File: src/rtl/lsreq_pkg.sv
package lsreq_pkg;

   typedef enum logic [1:0] {
      MODE_X40  = 2'd0,
      MODE_X64  = 2'd1,
      MODE_X72  = 2'd2,
      MODE_RSVD = 2'd3
   } ls_mode_e;

   // Encoding is observable at the ports; priority order is R8
   typedef enum logic [2:0] {
      CZ_NONE   = 3'd0,
      CZ_SIZE   = 3'd1,
      CZ_ALIGN  = 3'd2,
      CZ_NARROW = 3'd3,
      CZ_ID     = 3'd4,
      CZ_MODE   = 3'd5
   } cause_e;

   typedef struct packed {
      logic       ok;
      logic [2:0] min_sz;
      logic [2:0] full_sz;
      logic [2:0] id_bits;
   } limits_t;

   function automatic limits_t limits_of(input ls_mode_e m);
      limits_t l;
      case (m)
         MODE_X40: l = '{ok: 1'b1, min_sz: 3'd2, full_sz: 3'd5, id_bits: 3'd6};
         MODE_X64: l = '{ok: 1'b1, min_sz: 3'd1, full_sz: 3'd6, id_bits: 3'd7};
         MODE_X72: l = '{ok: 1'b1, min_sz: 3'd3, full_sz: 3'd6, id_bits: 3'd6};
         default:  l = '{ok: 1'b0, min_sz: 3'd7, full_sz: 3'd0, id_bits: 3'd0};
      endcase
      return l;
   endfunction

endpackage

File: src/rtl/lsreq_rules.sv
module lsreq_rules
   import lsreq_pkg::*;
#(
   parameter int ADDR_W  = 16,
   parameter int ID_W    = 8,
   parameter bit IS_READ = 1'b1
) (
   input  logic [1:0]        mode,
   input  logic [ADDR_W-1:0] addr,
   input  logic [2:0]        size,
   input  logic [ID_W-1:0]   id,
   output cause_e            verdict
);

   localparam int ALIGN_SPAN = 8;   // size codes 0..7 reach bit 6 at most

   limits_t lim;
   logic    misaligned;
   logic    id_over;
   logic    size_bad;
   logic    narrow;

   always_comb begin
      lim        = limits_of(ls_mode_e'(mode));
      misaligned = 1'b0;
      for (int b = 0; b < ALIGN_SPAN; b++) begin
         if (b < int'(size)) misaligned = misaligned | addr[b];
      end
      id_over = 1'b0;
      for (int b = 0; b < ID_W; b++) begin
         if (b >= int'(lim.id_bits)) id_over = id_over | id[b];
      end
      size_bad = (size < lim.min_sz) || (size > lim.full_sz);
      narrow   = IS_READ && (size < lim.full_sz);
   end

   // fixed priority chain
   always_comb begin
      if (!lim.ok)         verdict = CZ_MODE;
      else if (size_bad)   verdict = CZ_SIZE;
      else if (misaligned) verdict = CZ_ALIGN;
      else if (narrow)     verdict = CZ_NARROW;
      else if (id_over)    verdict = CZ_ID;
      else                 verdict = CZ_NONE;
   end

endmodule

File: src/rtl/lsreq_chan.sv
module lsreq_chan
   import lsreq_pkg::*;
#(
   parameter int ADDR_W  = 16,
   parameter int ID_W    = 8,
   parameter bit IS_READ = 1'b1
) (
   input  logic              clk,
   input  logic              rst_n,
   input  logic [1:0]        mode,
   input  logic              in_valid,
   output logic              in_ready,
   input  logic [ADDR_W-1:0] in_addr,
   input  logic [2:0]        in_size,
   input  logic [ID_W-1:0]   in_id,
   output logic              out_valid,
   input  logic              out_ready,
   output logic [ADDR_W-1:0] out_addr,
   output logic [2:0]        out_size,
   output logic [ID_W-1:0]   out_id,
   output logic              err,
   output logic [2:0]        cause
);

   cause_e verdict;
   cause_e cause_q;
   logic   legal;
   logic   reject;

   lsreq_rules #(
      .ADDR_W (ADDR_W),
      .ID_W   (ID_W),
      .IS_READ(IS_READ)
   ) u_rules (
      .mode   (mode),
      .addr   (in_addr),
      .size   (in_size),
      .id     (in_id),
      .verdict(verdict)
   );

   assign legal     = (verdict == CZ_NONE);
   assign reject    = in_valid && !legal;
   assign out_valid = in_valid && legal;
   assign in_ready  = legal ? out_ready : 1'b1;   // drop illegal beats
   assign out_addr  = in_addr;
   assign out_size  = in_size;
   assign out_id    = in_id;

   always_ff @(posedge clk) begin
      if (!rst_n) begin
         err     <= 1'b0;
         cause_q <= CZ_NONE;
      end else begin
         err <= reject;
         if (reject) cause_q <= verdict;
      end
   end

   assign cause = cause_q;

endmodule

File: src/rtl/lsreq_gate.sv
module lsreq_gate #(
   parameter int ADDR_W = 16,
   parameter int ID_W   = 8
) (
   input  logic              clk,
   input  logic              rst_n,
   input  logic [1:0]        mode,
   input  logic              ar_in_valid,
   output logic              ar_in_ready,
   input  logic [ADDR_W-1:0] ar_in_addr,
   input  logic [2:0]        ar_in_size,
   input  logic [ID_W-1:0]   ar_in_id,
   output logic              ar_out_valid,
   input  logic              ar_out_ready,
   output logic [ADDR_W-1:0] ar_out_addr,
   output logic [2:0]        ar_out_size,
   output logic [ID_W-1:0]   ar_out_id,
   input  logic              aw_in_valid,
   output logic              aw_in_ready,
   input  logic [ADDR_W-1:0] aw_in_addr,
   input  logic [2:0]        aw_in_size,
   input  logic [ID_W-1:0]   aw_in_id,
   output logic              aw_out_valid,
   input  logic              aw_out_ready,
   output logic [ADDR_W-1:0] aw_out_addr,
   output logic [2:0]        aw_out_size,
   output logic [ID_W-1:0]   aw_out_id,
   output logic              rd_err,
   output logic [2:0]        rd_cause,
   output logic              wr_err,
   output logic [2:0]        wr_cause
);

   localparam int N_CH     = 2;   // 0: read address, 1: write address
   localparam int MIN_ADDR = 8;
   localparam int MIN_ID   = 7;

   if (ADDR_W < MIN_ADDR) begin : g_bad_addr
      $error("lsreq_gate: ADDR_W must cover the widest alignment span");
   end
   if (ID_W < MIN_ID) begin : g_bad_id
      $error("lsreq_gate: ID_W must hold at least the widest legal ID");
   end

   logic              c_in_valid  [N_CH];
   logic              c_in_ready  [N_CH];
   logic [ADDR_W-1:0] c_in_addr   [N_CH];
   logic [2:0]        c_in_size   [N_CH];
   logic [ID_W-1:0]   c_in_id     [N_CH];
   logic              c_out_valid [N_CH];
   logic              c_out_ready [N_CH];
   logic [ADDR_W-1:0] c_out_addr  [N_CH];
   logic [2:0]        c_out_size  [N_CH];
   logic [ID_W-1:0]   c_out_id    [N_CH];
   logic              c_err       [N_CH];
   logic [2:0]        c_cause     [N_CH];

   assign c_in_valid[0]  = ar_in_valid;
   assign c_in_addr[0]   = ar_in_addr;
   assign c_in_size[0]   = ar_in_size;
   assign c_in_id[0]     = ar_in_id;
   assign c_out_ready[0] = ar_out_ready;
   assign c_in_valid[1]  = aw_in_valid;
   assign c_in_addr[1]   = aw_in_addr;
   assign c_in_size[1]   = aw_in_size;
   assign c_in_id[1]     = aw_in_id;
   assign c_out_ready[1] = aw_out_ready;

   // one independent screening lane per address channel
   for (genvar ch = 0; ch < N_CH; ch++) begin : g_chan
      lsreq_chan #(
         .ADDR_W (ADDR_W),
         .ID_W   (ID_W),
         .IS_READ(ch == 0)
      ) u_chan (
         .clk      (clk),
         .rst_n    (rst_n),
         .mode     (mode),
         .in_valid (c_in_valid[ch]),
         .in_ready (c_in_ready[ch]),
         .in_addr  (c_in_addr[ch]),
         .in_size  (c_in_size[ch]),
         .in_id    (c_in_id[ch]),
         .out_valid(c_out_valid[ch]),
         .out_ready(c_out_ready[ch]),
         .out_addr (c_out_addr[ch]),
         .out_size (c_out_size[ch]),
         .out_id   (c_out_id[ch]),
         .err      (c_err[ch]),
         .cause    (c_cause[ch])
      );
   end

   assign ar_in_ready  = c_in_ready[0];
   assign ar_out_valid = c_out_valid[0];
   assign ar_out_addr  = c_out_addr[0];
   assign ar_out_size  = c_out_size[0];
   assign ar_out_id    = c_out_id[0];
   assign rd_err       = c_err[0];
   assign rd_cause     = c_cause[0];
   assign aw_in_ready  = c_in_ready[1];
   assign aw_out_valid = c_out_valid[1];
   assign aw_out_addr  = c_out_addr[1];
   assign aw_out_size  = c_out_size[1];
   assign aw_out_id    = c_out_id[1];
   assign wr_err       = c_err[1];
   assign wr_cause     = c_cause[1];

endmodule

File: config.mk
export PLATFORM = sky130hd
export DESIGN_NAME = lsreq_gate
export DESIGN_NICKNAME = d
export VERILOG_FILES = /design/src/rtl/lsreq_pkg.sv /design/src/rtl/lsreq_rules.sv /design/src/rtl/lsreq_chan.sv /design/src/rtl/lsreq_gate.sv
export SDC_FILE = /design/constraint.sdc
export NUM_CORES = 1
export LEC_CHECK = 0
export CAP_MARGIN = 20
export CORE_ASPECT_RATIO = 0.75
export CORE_MARGIN = 5
export CORE_UTILIZATION = 50
export CTS_CLUSTER_DIAMETER = 30
export DETAILED_ROUTE_END_ITERATION = 7
export DONT_BUFFER_PORTS = 1
export PLACE_DENSITY_LB_ADDON = 0.05
export SKIP_CTS_REPAIR_TIMING = 1
export SKIP_LAST_GASP = 1
export SYNTH_ARGS = -nofsm -noshare
export SYNTH_HDL_FRONTEND = slang
export SYNTH_HIERARCHICAL = 1
export SYNTH_SLANG_ARGS = --single-unit
File: constraint.sdc
create_clock -name clk -period 2.1 [get_ports clk]
set_input_delay 0 -clock clk [delete_from_list [all_inputs] [get_ports clk]]
set_output_delay 0 -clock clk [all_outputs]
set_load 0.03 [all_outputs]
==> Implementation_results.wiki, run 1 <==
{| class="wikitable"
! Metric !! Value
|-
| Fraction of power consumed by combinational cells || 0.361
|-
| Portion of synthesized cell area occupied by the leading cell type || 0.288
|-
| Placement Cell Area || 1140 um^2
|-
| First-pass iteration count of the detailed router || 4
|-
| Total Die Area || 3990 um^2
|-
| Critical path's largest stage delay || 0.59 ns
|-
| Mapped Cells || 173
|-
| Synth cell count leaders || buf_4 (54), ha_1 (20), inv_1 (19)
|-
| Launch instance of the worst min-delay path || aw_in_valid
|-
| Hold violation total from the final report || 1
|-
| Fraction of power spent switching nets || 0.341
|-
| Number of stages on the worst hold path || 2
|-
| Final setup violating endpoints || 0
|-
| Largest delay share family, worst path || compound AO/OA/AOI/OAI gates
|-
| Class of the most critical setup path || input pin to primary output
|-
| Setup crit end kind || primary output
|-
| Cell with the biggest individual delay on the critical path || or4_4
|-
| Destination of the worst register-to-register timing path || g_chan[0].u_chan/cause[0]
|-
| Post-route cell area || 1240 um^2
|-
| Number of enable-type register cells in the synthesized netlist || 0
|-
| Number of buffers on the longest clock path || 2
|-
| Overall Global Routing Usage || 0.145
|-
| Height of the chip || 56.0 um
|-
| Synth async-reset ratio || 0
|-
| Max-cap violations || 0
|-
| Share of the cycle needed by the critical path after routing || 0.939
|-
| Number of design rule violations left after detail routing || 0
|-
| Worst reg-to-reg path cell count || 2
|-
| Worst Max-Slew Pin Slew || 0.373 ns
|-
| Initial core utilization || 0.529
|-
| Violated checks || hold timing
|-
| Warning count from the yosys run || 6
|-
| Finished Core Util || 0.466
|-
| Sequential fraction of the synthesis area || 0.114
|-
| CTS Buf Count || 3
|-
| Clock power frac || 0.304
|-
| Number of different library cells in the post-synthesis netlist || 34
|-
| Startpoint type of the worst setup path || input pin
|-
| Final std cells w/o fill || 171
|-
| Areal power density over the cells || 491 nW/um^2
|-
| Reg clk slew, reported paths || 0.04 ns
|-
| Antenna violations before repair || 0
|-
| CP Cell Sequence || inv_1 -> ha_1 -> inv_1 -> ha_1 -> a221oi_2 -> a31oi_1 -> a2111o_1 -> or4_4
|-
| Min setup slack post-route || 0.127 ns
|-
| Layout net count || 219
|-
| DRT antenna net count || 0
|-
| Clock tree from TritonCTS || done
|-
| Relative contribution of sequential cells to total power || 0.335
|-
| Fmax || 0.507 GHz
|-
| Routed vias || 1008
|-
| Routed wirelength normalized by instance count || 18.4 um
|-
| Maximum fanout along the worst path || 6
|-
| Initial detailed-routing violation count || 22
|-
| Area of the mapped netlist || 1410 um^2
|-
| Syn nets || 255
|-
| Clock period minus final worst setup slack || 1.97 ns
|-
| Via density || 5.89
|-
| VDD IR-drop max || 0.000384 V
|-
| RD Place Congestion || 0.730
|-
| Status || finished, violations left
|-
| Placeable core region || 2660 um^2
|-
| Buffer type at the clock tree root || clkbuf_8
|-
| Cell Count Post-Placement || 164
|-
| Proportion of layout cells with a drive suffix above 1 || 0.193
|-
| Global-route wire length before repair || 4840 um
|-
| Area Growth Syn to Fin || -11.9%
|-
| Width of the die || 71.3 um
|-
| Leak pwr || 0.575 nW
|-
| FF-to-FF setup slack || 0.99 ns
|-
| Half-perimeter wire length after detailed placement || 2610 um
|-
| Data required, critical path || 2.10 ns
|-
| Min-Delay Endpoint || g_chan[1].u_chan/cause[2]
|-
| Site Rows || 16
|-
| Remaining max-slew budget at the tightest pin || 0.751
|-
| Number of buffer cells added on primary ports || 0
|-
| Max Slew Vio Count || 0
|-
| Min Hold Slack || -0.00620 ns
|-
| H-Tree Depth || 1
|-
| Number of clock sinks || 8
|-
| Seq cells post-synth || 8
|-
| Number of primary I/O pins || 128
|-
| Most area-hungry cell type in the Yosys netlist || buf_4
|-
| GRT Residual Overflow || 0
|-
| Net switching power figure || 0.000208 W
|-
| Buffers & Inverters on Critical Path || 2
|-
| Pin count of the biggest net entering global routing || 9
|-
| Endpoint arrival time on the critical path || 1.97 ns
|-
| Pre-CTS setup slack || -0.0133 ns
|-
| Inserted Diodes || 0
|-
| Worst r2r src || g_chan[0].u_chan/cause[0]
|-
| Vias in the first global route || 972
|-
| Worst Skew || 0 ns
|-
| Int Pwr || 0.000401 W
|-
| Clock insertion delay at the later pin of the skew report || 0.23 ns
|-
| Synth area leaders || buf_4 (29%), ha_1 (18%), dfxtp_1 (11%)
|-
| Synthesized area per cell || 8.14 um^2
|-
| Cell with the most instances after synthesis || buf_4
|-
| Most used flip-flop cell after synthesis || dfxtp_1
|-
| Class of the worst hold path || input pin to register
|-
| DRT Wirelength || 3150 um
|}
-- cell families after synthesis --
family | share of synthesized area
multiplexers | 0.0427
buffers and inverters | 0.346
AO/OA/AOI/OAI | 0.187
AND/OR/NAND/NOR | 0.133
adder cells (fa/ha/maj) | 0.178
flip-flops | 0.114
-- cell usage in the layout (no fill, tap or decap), types with 4 or more instances in the layout --
master,Yosys,routed
inv_1,19,19
ha_1,20,19
buf_4,54,12
dfxtp_1,8,8
or3b_1,6,6
mux2i_1,6,6
a21boi_1,6,6
a21oi_1,6,6
nor2_1,5,4
o21ai_0,4,4
-- per-stage QoR --
| step | total power, W | setup TNS (ns) |
|---|---|---|
| finish | 0.000608 | 0 |
| global route | 0.000649 | -0.000660 |
| CTS | 0.000598 | 0 |
| detailed placement | 0.000412 | -0.0138 |
| global placement | 0.000409 | -0.00883 |
| floorplan | 0.000548 | -0.0536 |
-- final cells by class --
cell class / count / area, um^2
clock buffer: 3 / 41.3
fill: 260 / 1420
inverter: 19 / 71.3
multi-input combinational: 90 / 802
sequential: 8 / 160
tap: 36 / 45.0
timing repair buffer: 15 / 120
-- flip-flops by register name, indices dropped and copies added (netlist names) --
| name | cells |
|---|---|
| g_chan.u_chan/cause | 6 |
| g_chan.u_chan/err | 2 |
-- per-layer routing --
metal,global-route usage,vias up,routed length [um]
li1,-,475,-
met1,0.171,461,1280
met2,0.242,52,1460
met3,0.0469,20,324
met4,0.0563,0,87
met5,0,-,0
-- power groups by stage --
stage	clock (W)	combinational, W	sequential (W)
after floorplan	0	0.000345	0.000203
after global placement	0	0.000202	0.000206
after detailed placement	0	0.000206	0.000206
after CTS	0.000187	0.000207	0.000204
after global routing	0.000194	0.000248	0.000206
final	0.000185	0.000220	0.000204
-- worst max-delay path by stage --
stage | slack, ns | start | end | cells after the start
global placement | -0.009 | mode[0] | g_chan[0].u_chan/cause[2] | 11
detailed placement | -0.01 | mode[0] | g_chan[0].u_chan/cause[2] | 11
CTS | 0.03 | mode[1] | aw_in_ready | 9
finish | 0.13 | mode[1] | ar_in_ready | 8
floorplan | -0.05 | mode[0] | ar_out_valid | 8
global route | -0.0007 | mode[1] | ar_in_ready | 8
(Power assumes the default switching activity.)
==> run 2, diff against run 1 <==
CORE_UTILIZATION = 55   (was 50)
==> run 2 against run 1 <==
  * The run still ends with hold timing left
  * Combinational power grew 7%
  * Die area shrank 7.7%
  * Worst hold slack got worse by 0.028 ns
  * Non-clock buffer count unchanged
  * Design area is 0.91% lower
  * Sequential share of layout area up 0.12 points
  * Largest power group unchanged
==> Implementation_results.wiki, run 2 (synthesis results as in run 1) <==
{| class="wikitable"
! Metric !! Value
|-
| H-Tree Depth || 1 (unchanged)
|-
| Initial detailed-routing violation count || 23 (+4.5%)
|-
| Max Slew Vio Count || 0 (unchanged)
|-
| Max FFs per register || 6 (unchanged)
|-
| Max-cap violations || 0 (unchanged)
|-
| Worst Max-Slew Pin Slew || 0.361 ns (-0.0119 ns)
|-
| First-pass iteration count of the detailed router || 4 (unchanged)
|-
| Startpoint type of the worst setup path || input pin
|-
| Global-route wire length before repair || 4280 um (-12%)
|-
| Area Growth Syn to Fin || -12.7%
|-
| Most used cells in the layout excluding fill and tap cells || ha_1 (20), inv_1 (19), buf_4 (12), dfxtp_1 (8)
|-
| Total Die Area || 3680 um^2 (-7.7%)
|-
| Hold violation total from the final report || 1 (unchanged)
|-
| Class of the worst hold path || input pin to register
|-
| Detailed-routed wire length on met3 || 285 um (-12%)
|-
| Placement Cell Area || 1140 um^2 (-0.22%)
|-
| Data required, critical path || 2.10 ns (about the same)
|-
| Reg clk slew, reported paths || 0.06 ns (+0.02 ns)
|-
| Areal power density over the cells || 456 nW/um^2 (-7.2%)
|-
| CTS Buf Count || 3 (unchanged)
|-
| Class of the most critical setup path || input pin to primary output
|-
| Number of buffers on the longest clock path || 2 (unchanged)
|-
| Number of buffer cells added on primary ports || 0 (unchanged)
|-
| Site Rows || 15 (-1)
|-
| Inserted Diodes || 0 (unchanged)
|-
| Min Hold Slack || -0.0339 ns (-0.0277 ns)
|-
| Setup crit end kind || primary output
|-
| Layout net count || 219 (unchanged)
|-
| Number of clock sinks || 8 (unchanged)
|-
| Clock tree from TritonCTS || done
|-
| Placeable core region || 2360 um^2 (-11%)
|-
| Pin count of the biggest net entering global routing || 9 (unchanged)
|-
| Initial core utilization || 0.595 (+0.0666)
|-
| Antenna violations before repair || 0 (unchanged)
|-
| Total negative slack for setup checks || 0 ns (unchanged)
|-
| Violated checks || hold timing
|-
| GRT Residual Overflow || 0 (unchanged)
|-
| Status || finished, violations left
|-
| Post-route cell area || 1230 um^2 (-0.91%)
|-
| Clock period minus final worst setup slack || 1.99 ns (+0.0131 ns)
|-
| Proportion of layout cells with a drive suffix above 1 || 0.200 (+0.00741)
|-
| Half-perimeter wire length after detailed placement || 2400 um (-8.3%)
|-
| Worst Skew || 0 ns (unchanged)
|-
| Fmax || 0.504 GHz (-0.66%)
|-
| Top layer used by detailed routing || met4
|-
| Routed vias || 969 (-3.9%)
|-
| Number of primary I/O pins || 128 (unchanged)
|-
| Leak pwr || 0.570 nW (-0.85%)
|-
| RD Place Congestion || 0.794 (+8.7%)
|-
| Number of design rule violations left after detail routing || 0 (unchanged)
|-
| Share of the cycle needed by the critical path after routing || 0.946 (+0.00626)
|-
| Overall Global Routing Usage || 0.154 (+0.00848)
|-
| Endpoint arrival time on the critical path || 1.99 ns (+0.02 ns)
|-
| Buffer type at the clock tree root || clkbuf_4
|-
| Most common cell after layout, fill and taps aside || ha_1
|-
| Clock insertion delay at the later pin of the skew report || 0.26 ns (+0.03 ns)
|-
| Width of the die || 68.4 um (-4.0%)
|-
| Remaining max-slew budget at the tightest pin || 0.759 (+0.00796)
|-
| Routed length on met2 || 1250 um (-14%)
|-
| Power consumption || 0.000560 W (-8.0%)
|-
| Routed wirelength normalized by instance count || 17.3 um (-5.8%)
|-
| Height of the chip || 53.8 um (-3.8%)
|-
| Final setup violating endpoints || 0 (unchanged)
|-
| Maximum fanout along the worst path || 6 (unchanged)
|-
| DRT antenna net count || 0 (unchanged)
|-
| Vias in the first global route || 929 (-4.4%)
|-
| Finished Core Util || 0.520 (+0.0539)
|-
| VDD IR-drop max || 0.000268 V (-30%)
|-
| Via density || 5.73 (-2.7%)
|-
| DRT Wirelength || 2930 um (-6.9%)
|-
| Detailed-route wire length on metal 1 || 1310 um (+2.8%)
|}
==> run 2: layout make-up <==
class	count	area, um^2
repair buffers	15	120
flip-flops and latches	8	160
inverters	19	71.3
clock buffers	3	22.5
multi-input cells	90	812
well taps	34	42.5
fillers	242	1140
==> run 2: worst paths after layout <==
path,startpoint,slack [ns],cells after the start,endpoint
worst max register to register,g_chan[0].u_chan/cause[2],0.94,2,g_chan[0].u_chan/cause[2]
worst max-delay path,mode[1],0.11,9,aw_in_ready
worst min register to register,g_chan[1].u_chan/cause[2],0.70,2,g_chan[1].u_chan/cause[2]
worst min-delay path,ar_in_valid,-0.03,2,g_chan[0].u_chan/cause[0]
==> run 2: per-layer routing <==
layer / track usage / up-vias
met4: 0.0891 / 0
met2: 0.220 / 50
met5: 0 / -
met1: 0.204 / 427
li1: - / 472
met3: 0.0418 / 20
==> run 2: per-stage QoR <==
step / std cells / setup slack, ns
after floorplan: 173 / -0.0536
after global placement: 162 / 0.00721
after detailed placement: 162 / -0.0499
after CTS: 165 / -0.00884
after global routing: 169 / -0.00194
final: 169 / 0.114
==> run 2: worst max-delay path, cell delays in order <==
cell and delay (ns):
inv_1 0.03, ha_1 0.26, inv_1 0.04, ha_1 0.27
nor3b_1 0.14, o32a_1 0.36, nor3b_1 0.15, buf_4 0.16
or4_4 0.58
==> run 2: power breakdown <==
group	total [W]	internal [W]	switching (W)
Clock	0.000121	0.0000656	0.0000557
Combinational	0.000235	0.000118	0.000118
Sequential	0.000203	0.000166	0.0000372
Total	0.000560	0.000349	0.000211
